File: config.mk
export PLATFORM = sky130hd
export DESIGN_NAME = page_chain_resolver
export DESIGN_NICKNAME = d
export VERILOG_FILES = /design/src/rtl/page_chain_pkg.sv /design/src/rtl/redir_decode.sv /design/src/rtl/hop_counter.sv /design/src/rtl/status_addr_gen.sv /design/src/rtl/page_chain_resolver.sv
export SDC_FILE = /design/constraint.sdc
export NUM_CORES = 1
export LEC_CHECK = 0
export ABC_CLOCK_PERIOD_IN_PS = 6310
export BUFFER_PORTS_ARGS = -buffer_cell sky130_fd_sc_hd__buf_2
export CORE_MARGIN = 2
export CORE_UTILIZATION = 50
export CTS_CLUSTER_DIAMETER = 40
export DETAILED_ROUTE_END_ITERATION = 12
export GPL_ROUTABILITY_DRIVEN = 0
export PLACE_DENSITY = 0.78
export REMOVE_ABC_BUFFERS = 1
export SYNTH_ARGS = -nofsm -noshare
export SYNTH_HDL_FRONTEND = slang
export SYNTH_HIERARCHICAL = 1
export SYNTH_SLANG_ARGS = --single-unit
File: constraint.sdc
create_clock -name clk -period 6.31 [get_ports clk]
set_clock_uncertainty 0.1 [all_clocks]
set_input_delay 0.631 -clock clk [delete_from_list [all_inputs] [get_ports clk]]
set_output_delay 0.631 -clock clk [all_outputs]
set_load 0.01 [all_outputs]
File: src/rtl/page_chain_pkg.sv
package page_chain_pkg;

  typedef enum logic [2:0] {
    ST_IDLE   = 3'd0,
    ST_RD_REQ = 3'd1,
    ST_RD_CAP = 3'd2,
    ST_LK_REQ = 3'd3,
    ST_LK_CAP = 3'd4
  } walk_state_e;

  typedef enum logic [1:0] {
    HOP_END    = 2'd0,
    HOP_RANGE  = 2'd1,
    HOP_ORIGIN = 2'd2,
    HOP_FOLLOW = 2'd3
  } hop_kind_e;

endpackage

File: src/rtl/redir_decode.sv
module redir_decode
  import page_chain_pkg::*;
#(
  parameter int PAGE_W = 6,
  parameter int DATA_W = 8
) (
  input  logic [DATA_W-1:0] entry_i,
  input  logic [PAGE_W-1:0] origin_i,
  output hop_kind_e         kind_o,
  output logic [PAGE_W-1:0] target_o
);

  logic [DATA_W-1:0] inv;

  always_comb begin
    inv      = ~entry_i;
    target_o = inv[PAGE_W-1:0];
    if (inv == '0) begin
      kind_o = HOP_END;
    end else if ((inv >> PAGE_W) != '0) begin
      kind_o = HOP_RANGE;
    end else if (inv[PAGE_W-1:0] == origin_i) begin
      kind_o = HOP_ORIGIN;
    end else begin
      kind_o = HOP_FOLLOW;
    end
  end

endmodule

File: src/rtl/hop_counter.sv
module hop_counter #(
  parameter int MAX_HOPS = 64,
  localparam int HOP_W = $clog2(MAX_HOPS + 1)
) (
  input  logic             clk,
  input  logic             rst_n,
  input  logic             clr_i,
  input  logic             inc_i,
  output logic [HOP_W-1:0] count_o,
  output logic             last_o
);

  logic [HOP_W-1:0] cnt_q;
  logic [HOP_W-1:0] cnt_d;
  logic             cnt_en;

  always_comb begin
    cnt_en = clr_i | inc_i;
    cnt_d  = clr_i ? '0 : cnt_q + HOP_W'(1);
  end

  always_ff @(posedge clk or negedge rst_n) begin
    if (!rst_n) begin
      cnt_q <= '0;
    end else if (cnt_en) begin
      cnt_q <= cnt_d;
    end
  end

  assign count_o = cnt_q;
  assign last_o  = (cnt_q == HOP_W'(MAX_HOPS - 1));

endmodule

File: src/rtl/status_addr_gen.sv
module status_addr_gen #(
  parameter int              PAGE_W     = 6,
  parameter int              DATA_W     = 8,
  parameter int              ADDR_W     = 9,
  parameter logic [ADDR_W-1:0] REDIR_BASE = 9'h100,
  parameter logic [ADDR_W-1:0] LOCK_BASE  = 9'h020
) (
  input  logic              lock_sel_i,
  input  logic [PAGE_W-1:0] page_i,
  output logic [ADDR_W-1:0] addr_o
);

  localparam int BIT_SEL_W = $clog2(DATA_W);

  logic [ADDR_W-1:0] redir_addr;
  logic [ADDR_W-1:0] lock_addr;

  always_comb begin
    redir_addr = REDIR_BASE + ADDR_W'(page_i);
    lock_addr  = LOCK_BASE + ADDR_W'(page_i >> BIT_SEL_W);
    addr_o     = lock_sel_i ? lock_addr : redir_addr;
  end

endmodule

File: src/rtl/page_chain_resolver.sv
module page_chain_resolver
  import page_chain_pkg::*;
#(
  parameter int                PAGE_W     = 6,
  parameter int                DATA_W     = 8,
  parameter int                ADDR_W     = 9,
  parameter logic [ADDR_W-1:0] REDIR_BASE = 9'h100,
  parameter logic [ADDR_W-1:0] LOCK_BASE  = 9'h020,
  parameter int                MAX_HOPS   = 64
) (
  input  logic              clk,
  input  logic              rst_n,
  input  logic              start_i,
  input  logic [PAGE_W-1:0] page_i,
  output logic              rd_en_o,
  output logic [ADDR_W-1:0] rd_addr_o,
  input  logic [DATA_W-1:0] rd_data_i,
  output logic              done_o,
  output logic [PAGE_W-1:0] page_o,
  output logic              fault_o,
  output logic              loop_o,
  output logic              locked_o
);

  localparam int BIT_SEL_W = $clog2(DATA_W);
  localparam int HOP_W     = $clog2(MAX_HOPS + 1);

  walk_state_e       state_q, state_d;
  logic [PAGE_W-1:0] cur_q, cur_d;
  logic [PAGE_W-1:0] origin_q, origin_d;
  logic              pend_fault_q, pend_fault_d;
  logic              pend_loop_q, pend_loop_d;
  logic              walk_en;

  logic [PAGE_W-1:0] res_page_q, res_page_d;
  logic              res_fault_q, res_fault_d;
  logic              res_loop_q, res_loop_d;
  logic              res_lock_q, res_lock_d;
  logic              res_en;
  logic              done_q, done_d;

  hop_kind_e         kind;
  logic [PAGE_W-1:0] target;
  logic              hop_clr, hop_inc, hop_last;
  logic [HOP_W-1:0]  hop_count;
  logic [BIT_SEL_W-1:0] bit_sel;

  redir_decode #(.PAGE_W(PAGE_W), .DATA_W(DATA_W)) u_decode (
    .entry_i  (rd_data_i),
    .origin_i (origin_q),
    .kind_o   (kind),
    .target_o (target)
  );

  hop_counter #(.MAX_HOPS(MAX_HOPS)) u_hops (
    .clk     (clk),
    .rst_n   (rst_n),
    .clr_i   (hop_clr),
    .inc_i   (hop_inc),
    .count_o (hop_count),
    .last_o  (hop_last)
  );

  status_addr_gen #(
    .PAGE_W(PAGE_W), .DATA_W(DATA_W), .ADDR_W(ADDR_W),
    .REDIR_BASE(REDIR_BASE), .LOCK_BASE(LOCK_BASE)
  ) u_addr (
    .lock_sel_i (state_q == ST_LK_REQ),
    .page_i     (cur_q),
    .addr_o     (rd_addr_o)
  );

  assign bit_sel = cur_q[BIT_SEL_W-1:0];

  // Walk control: next-state logic
  always_comb begin
    state_d      = state_q;
    cur_d        = cur_q;
    origin_d     = origin_q;
    pend_fault_d = pend_fault_q;
    pend_loop_d  = pend_loop_q;
    walk_en      = 1'b0;
    hop_clr      = 1'b0;
    hop_inc      = 1'b0;
    res_en       = 1'b0;
    res_page_d   = res_page_q;
    res_fault_d  = res_fault_q;
    res_loop_d   = res_loop_q;
    res_lock_d   = res_lock_q;
    done_d       = 1'b0;

    unique case (state_q)
      ST_IDLE: begin
        if (start_i) begin
          walk_en      = 1'b1;
          state_d      = ST_RD_REQ;
          cur_d        = page_i;
          origin_d     = page_i;
          pend_fault_d = 1'b0;
          pend_loop_d  = 1'b0;
          hop_clr      = 1'b1;
        end
      end
      ST_RD_REQ: begin
        walk_en = 1'b1;
        state_d = ST_RD_CAP;
      end
      ST_RD_CAP: begin
        walk_en = 1'b1;
        state_d = ST_LK_REQ;
        unique case (kind)
          HOP_END:    ;
          HOP_RANGE:  pend_fault_d = 1'b1;
          HOP_ORIGIN: pend_loop_d  = 1'b1;
          HOP_FOLLOW: begin
            if (hop_last) begin
              pend_loop_d = 1'b1;
            end else begin
              hop_inc = 1'b1;
              cur_d   = target;
              state_d = ST_RD_REQ;
            end
          end
          default: ;
        endcase
      end
      ST_LK_REQ: begin
        walk_en = 1'b1;
        state_d = ST_LK_CAP;
      end
      ST_LK_CAP: begin
        walk_en     = 1'b1;
        state_d     = ST_IDLE;
        res_en      = 1'b1;
        res_page_d  = cur_q;
        res_fault_d = pend_fault_q;
        res_loop_d  = pend_loop_q;
        res_lock_d  = ~rd_data_i[bit_sel];
        done_d      = 1'b1;
      end
      default: begin
        walk_en = 1'b1;
        state_d = ST_IDLE;
      end
    endcase
  end

  // Walk control: registers
  always_ff @(posedge clk or negedge rst_n) begin
    if (!rst_n) begin
      state_q      <= ST_IDLE;
      cur_q        <= '0;
      origin_q     <= '0;
      pend_fault_q <= 1'b0;
      pend_loop_q  <= 1'b0;
    end else if (walk_en) begin
      state_q      <= state_d;
      cur_q        <= cur_d;
      origin_q     <= origin_d;
      pend_fault_q <= pend_fault_d;
      pend_loop_q  <= pend_loop_d;
    end
  end

  // Result registers
  always_ff @(posedge clk or negedge rst_n) begin
    if (!rst_n) begin
      res_page_q  <= '0;
      res_fault_q <= 1'b0;
      res_loop_q  <= 1'b0;
      res_lock_q  <= 1'b0;
    end else if (res_en) begin
      res_page_q  <= res_page_d;
      res_fault_q <= res_fault_d;
      res_loop_q  <= res_loop_d;
      res_lock_q  <= res_lock_d;
    end
  end

  always_ff @(posedge clk or negedge rst_n) begin
    if (!rst_n) begin
      done_q <= 1'b0;
    end else begin
      done_q <= done_d;
    end
  end

  assign rd_en_o  = (state_q == ST_RD_REQ) || (state_q == ST_LK_REQ);
  assign done_o   = done_q;
  assign page_o   = res_page_q;
  assign fault_o  = res_fault_q;
  assign loop_o   = res_loop_q;
  assign locked_o = res_lock_q;

endmodule

==> results of run 1 <==
-- state kept, by name (all words and copies together), names as in the netlist, 3 cells and up --
signal	flops
page_o	6
u_hops/count_o	7
state_q	3
cur_q	6
origin_q	6
-- where the power goes --
| part | switching [mW] | total, mW | internal [mW] |
|---|---|---|---|
| combinational | 0.172 | 0.381 | 0.208 |
| sequential | 0.0889 | 0.396 | 0.307 |
| clock | 0.0728 | 0.155 | 0.0820 |
| total | 0.334 | 0.932 | 0.598 |
-- cell type report --
class / instances / area [sq um] / area share, %
Clock buffer: 5 / 37.5 / 1.88
Clock inverter: 3 / 40.0 / 2.00
Inverter: 9 / 33.8 / 1.69
Multi-Input combinational cell: 95 / 803 / 40.2
Sequential cell: 34 / 851 / 42.5
Tap cell: 46 / 57.6 / 2.88
Timing Repair Buffer: 35 / 178 / 8.88
-- kinds of logic after synthesis --
group                    Yosys count  share of synthesized area (%)
AO/OA/AOI/OAI                     22                           9.22
XOR/XNOR                          10                           5.08
adder cells (fa/ha/maj)            1                          0.726
buffers and inverters             15                           4.28
flip-flops                        34                           49.3
multiplexers                      24                           16.0
other                              1                          0.217
AND/OR/NAND/NOR                   36                           15.2
-- layout by cell type, fill, tap and decap left out, types with 3 or more instances in the layout --
master     netlist  routed
nand4_1          3       3
dfrtp_1         34      34
o21ai_0          3       3
nand2_1          4       4
a21oi_1          4       4
xnor2_1          4       4
xor2_1           6       6
a2bb2oi_1        6       6
mux2i_1          5       5
o22ai_1          6       6
nor2_1           8       8
inv_1            9       9
buf_2            2      34
mux2_2          16      16
clkbuf_4         0       5
-- metrics by stage --
| stage | hold slack [ns] | worst slack, ns | area, sq um |
|---|---|---|---|
| floorplan | 0.235 | 3.93 | 1690 |
| global placement | 0.379 | 3.71 | 1920 |
| detailed placement | 0.394 | 3.49 | 1920 |
| CTS | 0.254 | 3.59 | 2000 |
| global route | 0.305 | 3.51 | 2000 |
| finish | 0.238 | 3.62 | 2000 |
-- per-layer routing --
metal / share of wire, % / GRT usage (%)
met3: 4.5 / 3.96
met5: 0 / 0
met4: 1.9 / 9.17
met1: 42 / 23.0
met2: 52 / 33.6
-- how the worst max path moves through the flow --
stage,start,depth (start not counted),endpoint
2_1_floorplan,rd_data_i[5],9,u_hops/count_o[5]
3_3_place_gp,rd_data_i[5],10,u_hops/count_o[5]
3_5_place_dp,rd_data_i[5],10,u_hops/count_o[5]
4_1_cts,state_q[0],4,rd_addr_o[2]
5_1_grt,state_q[0],4,rd_addr_o[2]
6_report,state_q[0],4,rd_addr_o[2]
==> metrics.yaml, run 1 <==
run_status:
  run_status: "completed"
global_routing:
  grt_pass1_vias: 1275
  grt_usage_pct: 19.4
  antenna_found_initial: 0
  grt_overflow: 0
  grt_pass1_wl_microns: 5950
  grt_max_degree: 35
critical_path:
  reg2reg_to: "u_hops/count_o[5]"
  r2r_slack_ns: 3.83
  cp-end-kind: "output pin"
  slowest_delay_ns: 0.57
  crit_path_cell_trace: "nor2b_1 > and2_1 > mux2_2 > buf_2"
  cp_max_fo: 7
  cp.arrival_ns: 1.96
  worstSetupPathType: "reg2out"
  cp_slowest_cell: "dfrtp_1"
  start_kind: "register"
  worstRegToRegCells: 9
  rr_startpoint: "origin_q[0]"
  critical-path-top-delay-family: "flip-flops"
  path_buf_inv: 1
  crit_required_ns: 5.58
sta:
  hold_viol: 0
  worst_pin_slew_ns: 0.861
  fin_setup_tns_ns: 0
  rsz0062_at_grt: "no"
  slew-limit-headroom_pct: 42.3
  period_share_pct: 42.7
  max_freq_mhz: 372
  slew_violations: 0
  period_needed_ns: 2.69
  setup_viol: 0
die:
  dieArea_sq_mm: 0.00393
  die_w_microns: 62.7
  start_util_pct: 51.7
  ios: 37
  core_area_sq_mm: 0.00334
  fp.dieH_microns: 62.7
  rows: 21
detailed_routing:
  ant_nets: 0
  drt_wl_total_microns: 3480
  vias: 1263
  viasPerCell: 5.56
  first_pass_iters: 4
  drtIter0Drc: 18
  remaining_drc_errors: 0
  wl_per_cell_microns: 15.3
synthesis:
  postSynth.asyncResetShare_pct: 100
  synth_area_sq_mm: 0.00172
  synthFlopType: "dfrtp_1"
  synth_top_area_cell: "dfrtp_1"
  post_synth_num_cell_types: 37
  synthTopCellsByCount: "34 x dfrtp_1, 16 x mux2_2, 9 x inv_1, 8 x nor2_1"
  synth_edf_count: 0
  synthCells: 143
  ys_seq_elements: 34
  synth.most_common_cell: "dfrtp_1"
  synth_area_leaders: "dfrtp_1 49%, mux2_2 10%, a2bb2oi_1 3.0%"
  syn_avg_cell_area_sq_um: 12.1
  yosys.area.top_type_share_pct: 49.3
  ys_warn_count: 6
  ys_seq_area_share_pct: 49.3
power:
  ir_drop_mv: 0.270
  power_mw: 0.932
  p_per_area_mw_per_mm2: 466
  p_leak_nw: 0.921
clock_network:
  cts_tree: "yes"
  cts_made_buffers: 5
  cts_resized: 0
  postCtsSetupBuffers: 0
  clock_path_buffers: 2
  cts_sinks: 34
  clk_pin_slew_worst_paths_ns: 0.10
  h-tree-depth: 2
  hold_buffers: 0
  clkLatencyLatePin_ns: 0.34
  cts_root_buf: "clkbuf_4"
flow_run:
  maxCapViolations: 0
placed_design:
  dp_hpwl_microns: 2540
  place_inst: 219
  io_buffers: 34
min_path:
  hold_class: "in2async"
cells_and_area:
  layout.cells.non_filler: 227
  fillers: 272
  syn2layout_area_growth_pct: 16.0
  n_antenna_cell: 0
  drive_gt1_share_pct: 38.7
  final_util_pct: 60.0
  fin_nets: 198
Power figures use the tool's default switching activity.
==> run 2: changes to the inputs <==
--- a/config.mk
+++ b/config.mk
@@ -5,14 +5,15 @@
 export SDC_FILE = /design/constraint.sdc
 export NUM_CORES = 1
 export LEC_CHECK = 0
-export ABC_CLOCK_PERIOD_IN_PS = 6310
+export ABC_AREA = 1
+export ABC_CLOCK_PERIOD_IN_PS = 2450
 export BUFFER_PORTS_ARGS = -buffer_cell sky130_fd_sc_hd__buf_2
 export CORE_MARGIN = 2
-export CORE_UTILIZATION = 50
+export CORE_UTILIZATION = 49
 export CTS_CLUSTER_DIAMETER = 40
 export DETAILED_ROUTE_END_ITERATION = 12
 export GPL_ROUTABILITY_DRIVEN = 0
-export PLACE_DENSITY = 0.78
+export PLACE_DENSITY = 0.79
 export REMOVE_ABC_BUFFERS = 1
 export SYNTH_ARGS = -nofsm -noshare
 export SYNTH_HDL_FRONTEND = slang
==> constraint.sdc (replaced) <==
create_clock -name clk -period 2.45 [get_ports clk]
set_clock_uncertainty 0.1 [all_clocks]
set_input_delay 0.245 -clock clk [delete_from_list [all_inputs] [get_ports clk]]
set_output_delay 0.245 -clock clk [all_outputs]
set_load 0.01 [all_outputs]
==> run 2 against run 1 <==
Utilization fell by 0.32 points. Design area increased by 9.1%. Synthesized cell count rose by 87%. Critical path type is now reg2reg.
==> metrics.yaml, run 2 <==
power:
  switchingPower_mw: 1.05
  ir_drop_mv: 0.448
  power.share.switching_pct: 42.9
  internal_power_mw: 1.40
  p_leak_nw: 1.25
  pwr-share-clk_pct: 17.2
  power_mw: 2.45
  seqPwrFrac_pct: 38.7
  p_comb_share_pct: 44.1
  p_per_area_mw_per_mm2: 1120
clock_network:
  clock_path_buffers: 2
  h-tree-depth: 2
  clkLatencyLatePin_ns: 0.29
  cts_root_buf: "clkbuf_8"
  cts_sinks: 34
  postCtsSetupBuffers: 0
  cts_tree: "yes"
  cts_made_buffers: 5
  clk_pin_slew_worst_paths_ns: 0.06
sta:
  slew_violations: 0
  slew-limit-headroom_pct: 50.0
  max_freq_mhz: 483
  rsz0062_at_grt: "no"
  final.setup.worst_slack_ns: 0.378
  setup_viol: 0
  fin_setup_tns_ns: 0
  hold_viol: 0
  period_share_pct: 84.6
  period_needed_ns: 2.07
  hold_ws_ns: 0.0887
  worst_pin_slew_ns: 0.750
cells_and_area:
  final_cell_mix: "120 x nand2_1, 34 x dfrtp_1, 34 x buf_2"
  layout.cells.non_filler: 356
  drive_gt1_share_pct: 21.8
  syn2layout_area_growth_pct: 16.6
  fin_nets: 325
  n_antenna_cell: 0
  fillers: 345
  final_util_pct: 59.6
  stdcell_area_sq_mm: 0.00218
  final_common_cell: "nand2_1"
  largest_reg_flops: 7
synthesis:
  synth_area_sq_mm: 0.00187
  syn_avg_cell_area_sq_um: 7.01
  synth.most_common_cell: "nand2_1"
  synth_edf_count: 0
  ys_seq_elements: 34
  synthFlopType: "dfrtp_1"
  ys_seq_area_share_pct: 45.5
  ys_warn_count: 6
  post_synth_num_cell_types: 27
  synthTopCellsByCount: "120 x nand2_1, 34 x dfrtp_1, 23 x nor2_1, 21 x inv_1, 14 x nand3_1"
  yosys.area.top_type_share_pct: 45.5
  synth_top_area_cell: "dfrtp_1"
  postSynth.asyncResetShare_pct: 100
  synthCells: 267
  synth_area_leaders: "dfrtp_1 45%, nand2_1 24%, nor2_1 4.6%"
placed_design:
  place_ws_ns: 0.382
  io_buffers: 34
  place_area_sq_mm: 0.00208
  dp_hpwl_microns: 2940
  place_inst: 347
min_path:
  hold_class: "in2reg"
  hold_depth: 3
  min_from: "page_i[2]"
critical_path:
  cp_slowest_cell: "dfrtp_1"
  cp-end-kind: "register"
  slowest_delay_ns: 0.40
  cp_common_cell: "nor2_1"
  rr_startpoint: "origin_q[2]"
  path_buf_inv: 1
  start_kind: "register"
  crit_required_ns: 2.53
  crit_path_cell_trace: "o21ai_0 > nor2_1 > nand2_1 > nor2_1 > nor2_1 > nand2_1 > nor2_1 > inv_1 > nor2_1 > nor2_2 > nor2_2 > nand2_1 > nand2_1 > a21oi_2"
  cp.arrival_ns: 2.15
  worstSetupPathType: "reg2reg"
  path_depth: 14
  cp_max_fo: 4
  worstRegToRegCells: 14
  critical-path-top-delay-family: "simple AND/OR/NAND/NOR gates"
  crit_start: "origin_q[2]"
global_routing:
  grt_overflow: 0
  grt_max_degree: 35
  grt_usage_pct: 20.6
  antenna_found_initial: 0
  grt_pass1_wl_microns: 6790
  grt_pass1_vias: 1562
detailed_routing:
  viasPerCell: 4.76
  wl_per_cell_microns: 10.7
  drt_wl_total_microns: 3820
  first_pass_iters: 4
  drtIter0Drc: 84
  vias: 1694
  remaining_drc_errors: 0
  ant_nets: 0
run_status:
  run_status: "completed"
die:
  core_area_sq_mm: 0.00366
  ios: 37
  fp.dieH_microns: 65.8
  rows: 22
  die_w_microns: 65.8
  dieArea_sq_mm: 0.00433
  start_util_pct: 51.1
flow_run:
  maxCapViolations: 0
run 2: cell count changes after synthesis, sizes merged, moves of 10 or more:
cell | previous run | this run
nand2 | 4 | 124
mux2 | 18 | 0
nand3 | 1 | 16
inv | 9 | 31
nor2 | 9 | 31
o21ai | 3 | 13
run 2: power groups by stage:
stage                     Combinational [mW]  Sequential (mW)  Clock, mW
after floorplan                        0.718            0.965          0
after global placement                  1.06            0.948          0
after detailed placement                1.09            0.956          0
after CTS                               1.09            0.948      0.432
after global routing                    1.25            0.977      0.461
final                                   1.08            0.947      0.420
run 2: kinds of logic after synthesis:
kind of cell / count (synthesis) / synth area share (%)
AO/OA/AOI/OAI: 18 / 5.28
adder cells (fa/ha/maj): 1 / 0.668
buffers and inverters: 35 / 8.02
AND/OR/NAND/NOR: 178 / 40.4
other: 1 / 0.200
flip-flops: 34 / 45.5
run 2: worst paths after layout:
check                                          to  slack (ns)
max in group asynchronous               page_o[0]        1.31
min in group asynchronous             origin_q[1]        0.45
worst max-delay path            u_hops/count_o[5]        0.38
worst max register to register  u_hops/count_o[5]        0.38
worst min register to register          page_o[0]        0.38
worst min-delay path                  origin_q[2]        0.09
run 2: timing repair:
action                     CTS  global route
hold endpoints to repair    34             0
hold buffers                 1             0
gates resized for setup      0             0
setup endpoints to repair    0             0
run 2: metal layers:
| layer | vias to the layer above | wire length, microns | GRT usage, % |
|---|---|---|---|
| met5 | - | 0 | 0 |
| met2 | 34 | 1790 | 33.5 |
| met3 | 8 | 173 | 4.09 |
| li1 | 900 | - | - |
| met4 | 0 | 71 | 9.90 |
| met1 | 752 | 1780 | 26.3 |
run 2: layout make-up:
cell class | count | area, sq um | area share, %
multi-input cells | 199 | 875 | 40.1
well taps | 48 | 60.1 | 2.75
clock buffers | 7 | 86.3 | 3.95
flip-flops and latches | 34 | 851 | 39.0
repair buffers | 36 | 188 | 8.60
inverters | 31 | 119 | 5.44
clock inverters | 1 | 5.00 | 0.229
run 2: worst reg2reg max path, cell delays in order (launching register included):
cell and delay, ns:
dfrtp_1 0.40, o21ai_0 0.15, nor2_1 0.05, nand2_1 0.07, nor2_1 0.04, nor2_1 0.15
nand2_1 0.07, nor2_1 0.17, inv_1 0.08, nor2_1 0.24, nor2_2 0.11, nor2_2 0.18
nand2_1 0.07, nand2_1 0.07, a21oi_2 0.03
